`src/rtl/mbg_pkg.sv`:
```
// Package: shared encodings and helpers for the memory barrier gate.
// Assumes three shareability levels; the encoding 2'b11 folds onto system.
package mbg_pkg;

    localparam int NUM_DOM = 3;

    localparam logic [1:0] KIND_LOAD  = 2'b00;
    localparam logic [1:0] KIND_STORE = 2'b01;

    localparam logic [1:0] BT_FULL  = 2'b00;
    localparam logic [1:0] BT_LOAD  = 2'b01;
    localparam logic [1:0] BT_STORE = 2'b10;

    // What a barrier waits on and what it holds back.
    typedef struct packed {
        logic wait_ld;
        logic wait_st;
        logic gate_ld;
        logic gate_st;
        logic gate_all;
    } bar_rule_t;

    // Fold a raw level code into an index 0..2.
    function automatic logic [1:0] dom_level(input logic [1:0] code);
        return (code == 2'b11) ? 2'd2 : code;
    endfunction

endpackage

```
`src/rtl/mbg_counter.sv`:
```
// Module: one outstanding-access counter.
// Counts up on an issued access and down on an acknowledgement. Increments
// at the maximum and decrements at zero are dropped. The parent is expected
// to stall before an increment at the maximum can be requested.
module mbg_counter #(
    parameter int CNT_W = 4
) (
    input  logic             clk,
    input  logic             rst_n,
    input  logic             inc,
    input  logic             dec,
    output logic [CNT_W-1:0] count,
    output logic             zero,
    output logic             full
);
    localparam logic [CNT_W-1:0] MAXC = {CNT_W{1'b1}};

    logic inc_ok;
    logic dec_ok;

    // Flags and guarded step enables.
    always_comb begin
        zero   = (count == '0);
        full   = (count == MAXC);
        inc_ok = inc && !full;
        dec_ok = dec && !zero;
    end

    // Count register.
    always_ff @(posedge clk) begin
        if (!rst_n) begin
            count <= '0;
        end else begin
            count <= count + CNT_W'(inc_ok) - CNT_W'(dec_ok);
        end
    end

endmodule

```
`src/rtl/mbg_barrier_decode.sv`:
```
// Module: turns a barrier's type qualifier and flavour into a rule.
// Purely combinational. Qualifier 2'b11 is treated as full.
module mbg_barrier_decode
    import mbg_pkg::*;
(
    input  logic [1:0] btype,
    input  logic       sync,
    output bar_rule_t  rule
);
    // Map the qualifier onto wait and hold-back masks.
    always_comb begin
        rule.gate_all = sync;
        case (btype)
            BT_LOAD: begin
                rule.wait_ld = 1'b1;
                rule.wait_st = 1'b0;
                rule.gate_ld = 1'b1;
                rule.gate_st = 1'b1;
            end
            BT_STORE: begin
                rule.wait_ld = 1'b0;
                rule.wait_st = 1'b1;
                rule.gate_ld = 1'b0;
                rule.gate_st = 1'b1;
            end
            default: begin
                rule.wait_ld = 1'b1;
                rule.wait_st = 1'b1;
                rule.gate_ld = 1'b1;
                rule.gate_st = 1'b1;
            end
        endcase
    end

endmodule

```
`src/rtl/mbg_drain_eval.sv`:
```
// Module: decides whether every counter a barrier waits on is empty.
// A barrier at a level covers that level and every narrower one.
// Assumes level index 0 is the narrowest.
module mbg_drain_eval #(
    parameter int NDOM = 3
) (
    input  logic [NDOM-1:0] ld_zero,
    input  logic [NDOM-1:0] st_zero,
    input  logic            wait_ld,
    input  logic            wait_st,
    input  logic [1:0]      level,
    output logic            drained
);
    logic [NDOM-1:0] lvl_ok;

    // One per level: out of scope, or every awaited count at zero.
    for (genvar d = 0; d < NDOM; d++) begin : g_lvl
        assign lvl_ok[d] = (2'(d) > level) ||
                           ((!wait_ld || ld_zero[d]) && (!wait_st || st_zero[d]));
    end

    assign drained = &lvl_ok;

endmodule

```
`src/rtl/mem_barrier_gate.sv`:
```
// Module: memory barrier ordering gate (top).
// Sits between an in-order issue stream and a memory request port. It counts
// outstanding loads and stores per level and applies barriers qualified by
// level, type and flavour. Assumes at most one instruction is presented per
// cycle and that a stalled instruction may be re-presented or dropped by the
// issue side. Acknowledgements use registered counts, so a release shows up
// in the cycle after the acknowledgement that empties the last counter.
module mem_barrier_gate
    import mbg_pkg::*;
#(
    parameter int ADDR_W = 32,
    parameter int CNT_W  = 4
) (
    input  logic              clk,
    input  logic              rst_n,
    input  logic              issue_valid,
    input  logic [1:0]        issue_kind,
    input  logic [1:0]        issue_dom,
    input  logic [1:0]        issue_btype,
    input  logic              issue_sync,
    input  logic [ADDR_W-1:0] issue_addr,
    input  logic              ack_ld_valid,
    input  logic [1:0]        ack_ld_dom,
    input  logic              ack_st_valid,
    input  logic [1:0]        ack_st_dom,
    output logic              stall,
    output logic              mem_req_valid,
    output logic              mem_req_store,
    output logic [1:0]        mem_req_dom,
    output logic [ADDR_W-1:0] mem_req_addr
);
    localparam int NDOM = NUM_DOM;

    logic                       is_ld, is_st, is_bar;
    logic [1:0]                 acc_lvl, ackl_lvl, acks_lvl;
    logic [NDOM-1:0]            dom_hit;
    logic [NDOM-1:0]            ld_zero, st_zero, ld_full, st_full;
    logic [NDOM-1:0][CNT_W-1:0] ld_cnt, st_cnt;
    bar_rule_t                  new_rule, pend_rule_q;
    logic [1:0]                 pend_lvl_q;
    logic                       pend_q;
    logic                       pend_drained, new_drained;
    logic                       blocking, saturated, held, bar_fire;

    // Instruction classification and level folding.
    always_comb begin
        is_ld    = issue_valid && (issue_kind == KIND_LOAD);
        is_st    = issue_valid && (issue_kind == KIND_STORE);
        is_bar   = issue_valid && issue_kind[1];
        acc_lvl  = dom_level(issue_dom);
        ackl_lvl = dom_level(ack_ld_dom);
        acks_lvl = dom_level(ack_st_dom);
    end

    // Outstanding counters, one load and one store counter per level.
    for (genvar d = 0; d < NDOM; d++) begin : g_dom
        assign dom_hit[d] = (acc_lvl == 2'(d));

        mbg_counter #(.CNT_W(CNT_W)) u_ld_cnt (
            .clk   (clk),
            .rst_n (rst_n),
            .inc   (mem_req_valid && is_ld && dom_hit[d]),
            .dec   (ack_ld_valid && (ackl_lvl == 2'(d))),
            .count (ld_cnt[d]),
            .zero  (ld_zero[d]),
            .full  (ld_full[d])
        );

        mbg_counter #(.CNT_W(CNT_W)) u_st_cnt (
            .clk   (clk),
            .rst_n (rst_n),
            .inc   (mem_req_valid && is_st && dom_hit[d]),
            .dec   (ack_st_valid && (acks_lvl == 2'(d))),
            .count (st_cnt[d]),
            .zero  (st_zero[d]),
            .full  (st_full[d])
        );
    end

    mbg_barrier_decode u_decode (
        .btype (issue_btype),
        .sync  (issue_sync),
        .rule  (new_rule)
    );

    mbg_drain_eval #(.NDOM(NDOM)) u_pend_drain (
        .ld_zero (ld_zero),
        .st_zero (st_zero),
        .wait_ld (pend_rule_q.wait_ld),
        .wait_st (pend_rule_q.wait_st),
        .level   (pend_lvl_q),
        .drained (pend_drained)
    );

    mbg_drain_eval #(.NDOM(NDOM)) u_new_drain (
        .ld_zero (ld_zero),
        .st_zero (st_zero),
        .wait_ld (new_rule.wait_ld),
        .wait_st (new_rule.wait_st),
        .level   (acc_lvl),
        .drained (new_drained)
    );

    // Stall decision for the presented instruction.
    always_comb begin
        blocking  = pend_q && !pend_drained;
        saturated = (is_ld && |(dom_hit & ld_full)) || (is_st && |(dom_hit & st_full));
        held      = blocking && ((is_ld && pend_rule_q.gate_ld) ||
                                 (is_st && pend_rule_q.gate_st) || is_bar);
        stall     = (blocking && pend_rule_q.gate_all) || held || saturated;
        bar_fire  = is_bar && !stall;
    end

    // Request port: accepted accesses pass straight through.
    always_comb begin
        mem_req_valid = (is_ld || is_st) && !stall;
        mem_req_store = issue_kind[0];
        mem_req_dom   = issue_dom;
        mem_req_addr  = issue_addr;
    end

    // Pending-barrier register: load on an undrained barrier, clear on drain.
    always_ff @(posedge clk) begin
        if (!rst_n) begin
            pend_q      <= 1'b0;
            pend_rule_q <= '0;
            pend_lvl_q  <= '0;
        end else if (bar_fire) begin
            pend_q      <= !new_drained;
            pend_rule_q <= new_rule;
            pend_lvl_q  <= acc_lvl;
        end else if (!blocking) begin
            pend_q <= 1'b0;
        end
    end

endmodule

```
`config.mk`:
```
export PLATFORM = sky130hd
export DESIGN_NAME = mem_barrier_gate
export DESIGN_NICKNAME = d
export VERILOG_FILES = /design/src/rtl/mbg_pkg.sv /design/src/rtl/mbg_counter.sv /design/src/rtl/mbg_barrier_decode.sv /design/src/rtl/mbg_drain_eval.sv /design/src/rtl/mem_barrier_gate.sv
export SDC_FILE = /design/constraint.sdc
export NUM_CORES = 1
export LEC_CHECK = 0
export BUFFER_PORTS_ARGS = -buffer_cell sky130_fd_sc_hd__buf_2
export CORE_ASPECT_RATIO = 2
export CORE_MARGIN = 1.5
export CORE_UTILIZATION = 31
export CTS_CLUSTER_DIAMETER = 150
export DETAILED_ROUTE_END_ITERATION = 8
export PLACE_DENSITY_LB_ADDON = 0.3
export SLEW_MARGIN = 0
export SYNTH_ARGS = -nofsm -noshare
export SYNTH_HDL_FRONTEND = slang
export SYNTH_HIERARCHICAL = 1
export SYNTH_SLANG_ARGS = --single-unit
```
`constraint.sdc`:
```
create_clock -name clk -period 4.4 [get_ports clk]
set_input_delay 1.1 -clock clk [delete_from_list [all_inputs] [get_ports clk]]
set_output_delay 1.1 -clock clk [all_outputs]
set_load 0.01 [all_outputs]
```
* After elaboration in Yosys (flattened, before gate mapping) *
Index checks and enable logic that the tools add are counted.

cells by class
  $add $sub $neg = 12
  order comparisons = 6
  equal/unequal tests = 19
  mux-type cells = 6
  bitwise operators = 2
  reduce and logical (&&, ||, !) cells = 101

operators by type and width
  operator                                                       count
  logical AND 1 bit                                              44
  adder 4 x 1 -> 4 bit                                           6
  equality test 4 bit (second input constant)                    6
  zero test 4 bit                                                6
  logical OR 1 bit                                               24
  subtractor 4 x 1 -> 4 bit                                      6
  zero test 1 bit                                                19
  equality test 2 bit (second input constant)                    7
  equality test 2 x 1 -> 1 bit (second input constant)           5
  greater-than comparator 1 x 2 -> 1 bit (first input constant)  4
  zero test 2 bit                                                4
  case mux 4 bit (2 select lines)                                1
  AND 3 bit                                                      2
  two-way mux 2 bit                                              3
  AND reduction 3 bit                                            2
  OR reduction 3 bit                                             2
  greater-than comparator 2 bit (first input constant)           2
  two-way mux 1 bit                                              2
  != test 2 x 1 -> 1 bit (second input constant)                 1

storage, ports and cells
  bits in registers = 32
  input bits = 48
  output and inout bits = 37
  logic and storage cells = 159

* Longest topological paths before layout *
  depth in word-level cells = 17
  depth in mapped cells = 17
  mapped depth without buffers = 16

* Cells and area by module *
The synthesis kept the hierarchy.

by module, submodules not included
  module              times used  cells an instance  area each (um2)  sequential area each (um2)
  mbg_counter         6           29                 284.0            80.1
  mem_barrier_gate    1           110                848.3            160.2
  mbg_drain_eval      2           8                  43.8             0.0
  mbg_barrier_decode  1           6                  38.8             0.0

* Least setup slack after synthesis *
Ideal clock, no wire load.

  kind = reg2reg
  start point = register g_dom[2].u_st_cnt.count[2]
  end point = register g_dom[2].u_st_cnt.count[2]
  library setup time = 0.115 ns
  arrival = 3.179 ns
  required time = 4.285 ns
  slack = 1.106 ns
  stages on the path, launching flop included = 17
  buffers on the path = 1
  clock period less this slack = 3.294 ns
  path through = dfxtp_1 inv_1 ha_1 nor3b_1 o21ai_1 a221oi_1 nand2b_1 clkbuf_1 a211oi_2 nor4_1 nand2b_1 ha_1 inv_1 ha_1 fa_1 xor2_1 and2_1

on the way
  longest elaborated chain between the ends = 17
  elaborated cells on any way between the ends = 26
  those cells by class = add/sub: 2; eq/ne: 1; bitwise: 1; reduce/logical: 22

RTL lines
  what                                  line                                              text
  start: declaration                    mbg_counter.sv:12                                 output logic [CNT_W-1:0] count,
  start signal: assignment              mbg_counter.sv:34                                 count <= count + CNT_W'(inc_ok) - CNT_W'(dec_ok);
  zero test 4 bit *                     mbg_counter.sv:23                                 zero = (count == '0);
  net st_zero[2]                        mem_barrier_gate.sv:37                            logic [NDOM-1:0] ld_zero, st_zero, ld_full, st_full;
  logical OR 1 bit *                    mbg_drain_eval.sv:19                              ((!wait_ld || ld_zero[d]) && (!wait_st || st_zero[d]));
  logical AND 1 bit *                   mbg_drain_eval.sv:19
  logical OR 1 bit *                    mbg_drain_eval.sv:18                              assign lvl_ok[d] = (2'(d) > level) ||
  AND reduction 3 bit *                 mbg_drain_eval.sv:22                              assign drained = &lvl_ok;
  net pend_drained                      mem_barrier_gate.sv:42                            logic pend_drained, new_drained;
  zero test 1 bit *                     mem_barrier_gate.sv:106                           blocking = pend_q && !pend_drained;
  logical AND 1 bit *                   mem_barrier_gate.sv:106
  logical AND 1 bit (on tied branches)  mem_barrier_gate.sv:110, mem_barrier_gate.sv:108
  logical OR 1 bit * (2 in a row)       mem_barrier_gate.sv:110                           stall = (blocking && pend_rule_q.gate_all) || held || saturated;
  zero test 1 bit *                     mem_barrier_gate.sv:116                           mem_req_valid = (is_ld || is_st) && !stall;
  logical AND 1 bit *                   mem_barrier_gate.sv:116
  logical AND 1 bit * (2 in a row)      mem_barrier_gate.sv:72                            .inc (mem_req_valid && is_st && dom_hit[d]),
  logical AND 1 bit *                   mbg_counter.sv:25                                 inc_ok = inc && !full;
  adder 4 x 1 -> 4 bit *                mbg_counter.sv:34
  subtractor 4 x 1 -> 4 bit *           mbg_counter.sv:34

Mark *: on every way through the listed nets, which the timed path passes. The rest lies on a longest branch.
A chain may end at the register's enable or synchronous reset.

* Worst setup path after layout *
  start point = register g_dom[0].u_ld_cnt.count[2]
  end point = register g_dom[2].u_st_cnt.count[2]

on the way
  longest elaborated chain between the ends = 17
  elaborated cells on any way between the ends = 23
  those cells by class = add/sub: 2; eq/ne: 1; bitwise: 1; reduce/logical: 19

RTL lines
  what                                  line
  start: declaration                    mbg_counter.sv:12
  start signal: assignment              mbg_counter.sv:34
  zero test 4 bit *                     mbg_counter.sv:23
  net ld_zero[0]                        mem_barrier_gate.sv:37
  logical OR 1 bit *                    mbg_drain_eval.sv:19
  logical AND 1 bit *                   mbg_drain_eval.sv:19
  logical OR 1 bit *                    mbg_drain_eval.sv:18
  AND reduction 3 bit *                 mbg_drain_eval.sv:22
  net pend_drained                      mem_barrier_gate.sv:42
  zero test 1 bit *                     mem_barrier_gate.sv:106
  logical AND 1 bit *                   mem_barrier_gate.sv:106
  logical AND 1 bit (on tied branches)  mem_barrier_gate.sv:110, mem_barrier_gate.sv:108
  logical OR 1 bit * (2 in a row)       mem_barrier_gate.sv:110
  zero test 1 bit *                     mem_barrier_gate.sv:116
  logical AND 1 bit *                   mem_barrier_gate.sv:116
  logical AND 1 bit * (2 in a row)      mem_barrier_gate.sv:72
  logical AND 1 bit *                   mbg_counter.sv:25
  adder 4 x 1 -> 4 bit *                mbg_counter.sv:34
  subtractor 4 x 1 -> 4 bit *           mbg_counter.sv:34

Marked as above.

==> flow_summary.yaml <==
grt:
  grtUsageTotal: 0.122
  grt_pass1_vias: 1926
  grt_pass1_wl_um: 8370
  grt_antenna_before_repair: 0
  grt_max_degree: 39
  grt-ovfl-total: 0
min_path:
  hp-class: "reg2reg"
  hold_end: "pend_lvl_q[0]$_SDFFE_PN0P_"
  hold_depth: 2
  hp-start: "pend_lvl_q[0]$_SDFFE_PN0P_"
routing:
  drt_iter0_markers: 101
  routedWlPerCell_um: 12.8
  drc: 0
  wl_um: 4980
  ant_nets: 0
  vias: 1824
  first_pass_iters: 4
  viasPerCell: 4.68
placement:
  place_congestion: 0.783
  place_hpwl_um: 4080
  port_buffers: 20
synthesis:
  syn_nets: 396
  yosysWarnings: 6
  yosysTopAreaCell: "dfxtp_1"
  synth_edf_count: 0
  yosysSeqAreaShare: 0.239
  synthesis.area_sq_mm: 0.00268
  synthFlopType: "dfxtp_1"
  async_reset_ff_frac: 0
  ys_types: 38
  synth_top_area_share: 0.239
  synthCells: 306
  avgSynthCellArea_sq_um: 8.75
  synth-seq-cells: 32
  netlist_top_cells_area: "dfxtp_1 (24%), ha_1 (17%), buf_4 (11%)"
final_layout:
  diodes: 0
  area_growth_pct: 2.48
  nNetsFinal: 382
  drive_gt1_frac: 0.130
floorplan:
  die_area_sq_mm: 0.00924
  dieWidth_um: 68.7
  core_area_sq_mm: 0.00835
  core.rowCount: 47
  initial_utilization: 0.321
  die_h_um: 134
  io_pins: 85
critical_path:
  required_ns: 4.57
  critPathLaunchType: "register"
  critical_path_class: "reg2reg"
  endpoint_kind: "register"
  crit_path_max_fanout: 10
  reg2reg_from: "g_dom[0].u_ld_cnt/count[2]$_SDFF_PN0_"
  arrival_ns: 3.81
  reg2regPathDepth: 15
  crit-reg2reg-capture: "g_dom[2].u_st_cnt/count[2]$_SDFF_PN0_"
  r2r_slack_ns: 0.76
clock_network:
  cts.htree.levels: 2
  cts_resized: 0
  ctsHoldBuffers: 0
  cts_tree: "built"
  clock_path_buffers: 2
  post_cts_buffers: 0
  clock_latency_ns: 0.28
  cts_made_buffers: 5
  clock-sinks: 32
  clock-root-buffer: "clkbuf_16"
  path_clk_slew_ns: 0.05
sta:
  rsz0062_at_grt: "no"
  hold_viol: 0
  slew_violations: 0
  clock-skew-final_ns: 0.00382
  slew_headroom: 0.625
  min_period_over_period: 0.828
  max_freq_mhz: 274
  min_period_ns: 3.64
  fin_setup_tns_ns: 0
  tightest_slew_ns: 0.563
  finalSetupViolCount: 0
power_and_ir_drop:
  ir_drop_mv: 0.157
  leakage_nw: 1.23
  powerDensity_mw_per_mm2: 451
  power_w: 0.00124
status:
  status: "complete, no violations"
job:
  drv_cap: 0
-- power breakdown --
group	total, W	internal [W]	switching, W
clock network	0.000326	0.000205	0.000121
logic	0.000518	0.000264	0.000254
registers	0.000396	0.000356	0.0000400
total	0.00124	0.000824	0.000415
-- synthesized netlist by cell type (all sizes together) (2+ instances only) --
library cell / instances
buf: 39
ha: 36
dfxtp: 32
inv: 32
and2: 22
nand2b: 22
o21ai: 12
nand2: 10
a21oi: 8
nor2b: 8
nor3b: 8
a21boi: 7
mux2i: 7
nand3: 7
a21o: 6
and3: 6
fa: 6
nor4: 6
xor2: 6
clkbuf: 4
nor2: 4
a221oi: 2
and3b: 2
clkinv: 2
mux2: 2
o211ai: 2
-- layout by cell type, fill, tap and decap left out, types with 8 or more instances in the layout --
cell type,n
ha_1,36
inv_1,32
dfxtp_1,32
nand2b_1,22
and2_1,22
buf_2,20
nand2_1,10
o21ai_0,10
nor2b_1,8
nor3b_1,8
-- kinds of logic (layout without fill, tap and decap cells) --
group / after synthesis / in the layout / share of synthesized area
multiplexers: 9 / 9 / 0.0360
adder cells (fa/ha/maj): 42 / 42 / 0.213
flip-flops: 32 / 32 / 0.239
XOR/XNOR: 6 / 6 / 0.0196
buffers and inverters: 77 / 63 / 0.162
AO/OA/AOI/OAI: 41 / 41 / 0.110
AND/OR/NAND/NOR: 98 / 98 / 0.220
other: 1 / 1 / 0.00140
-- worst max-delay path, stage by stage, from the launching register on --
cell and delay (ns):
dfxtp_1 0.31, inv_1 0.08, ha_1 0.14, nor3b_1 0.35, o21ai_0 0.20, a221oi_1 0.32
nand2b_1 0.36, a211oi_2 0.14, nor4_1 0.31, nand2b_1 0.10, ha_1 0.27, inv_1 0.04
ha_1 0.20, fa_1 0.38, xor2_1 0.17, and2_1 0.15
-- area by class of cell --
class / instances / area (sq um)
fill: 900 / 5610
inverter: 34 / 128
sequential: 32 / 641
multi-input combinational: 197 / 1610
clock inverter: 1 / 5.00
tap: 98 / 123
clock buffer: 6 / 129
timing repair buffer: 22 / 115
-- how the worst max path moves through the flow --
| stage | from | endpoint | depth (start not counted) |
|---|---|---|---|
| 2_1_floorplan | g_dom[2].u_st_cnt/count[2]$_SDFF_PN0_ | g_dom[2].u_st_cnt/count[2]$_SDFF_PN0_ | 16 |
| 3_3_place_gp | g_dom[2].u_st_cnt/count[2]$_SDFF_PN0_ | g_dom[2].u_st_cnt/count[2]$_SDFF_PN0_ | 15 |
| 3_5_place_dp | g_dom[0].u_ld_cnt/count[2]$_SDFF_PN0_ | g_dom[2].u_st_cnt/count[2]$_SDFF_PN0_ | 15 |
| 4_1_cts | g_dom[0].u_ld_cnt/count[2]$_SDFF_PN0_ | g_dom[2].u_st_cnt/count[2]$_SDFF_PN0_ | 15 |
| 5_1_grt | g_dom[0].u_ld_cnt/count[2]$_SDFF_PN0_ | g_dom[2].u_ld_cnt/count[2]$_SDFF_PN0_ | 15 |
| 6_report | g_dom[0].u_ld_cnt/count[2]$_SDFF_PN0_ | g_dom[2].u_st_cnt/count[2]$_SDFF_PN0_ | 15 |
-- layer usage --
layer,vias to the layer above,global-route usage,share of wire
met5,-,0,0
met4,0,0.0577,0.027
met3,15,0.0283,0.043
met2,27,0.229,0.57
met1,835,0.118,0.36
li1,947,-,-
-- state kept, by name, summed over array words and instances (netlist names) --
register              flops
g_dom.u_ld_cnt/count     12
g_dom.u_st_cnt/count     12
pend_lvl_q                2
pend_q                    1
pend_rule_q               5
-- per-stage QoR --
step / hold WS [ns] / util / instance area (sq um) / setup slack [ns] / cells
global route: 0.531 / 0.329 / 2750 / 0.327 / 390
detailed placement: 0.492 / 0.313 / 2610 / 0.730 / 383
CTS: 0.501 / 0.329 / 2750 / 0.724 / 390
floorplan: 0.457 / - / 2680 / 1.11 / 306
global placement: 0.490 / 0.313 / 2610 / 0.727 / 383
finish: 0.500 / 0.329 / 2750 / 0.755 / 390
No activity file was read; power rests on OpenSTA's default activity.
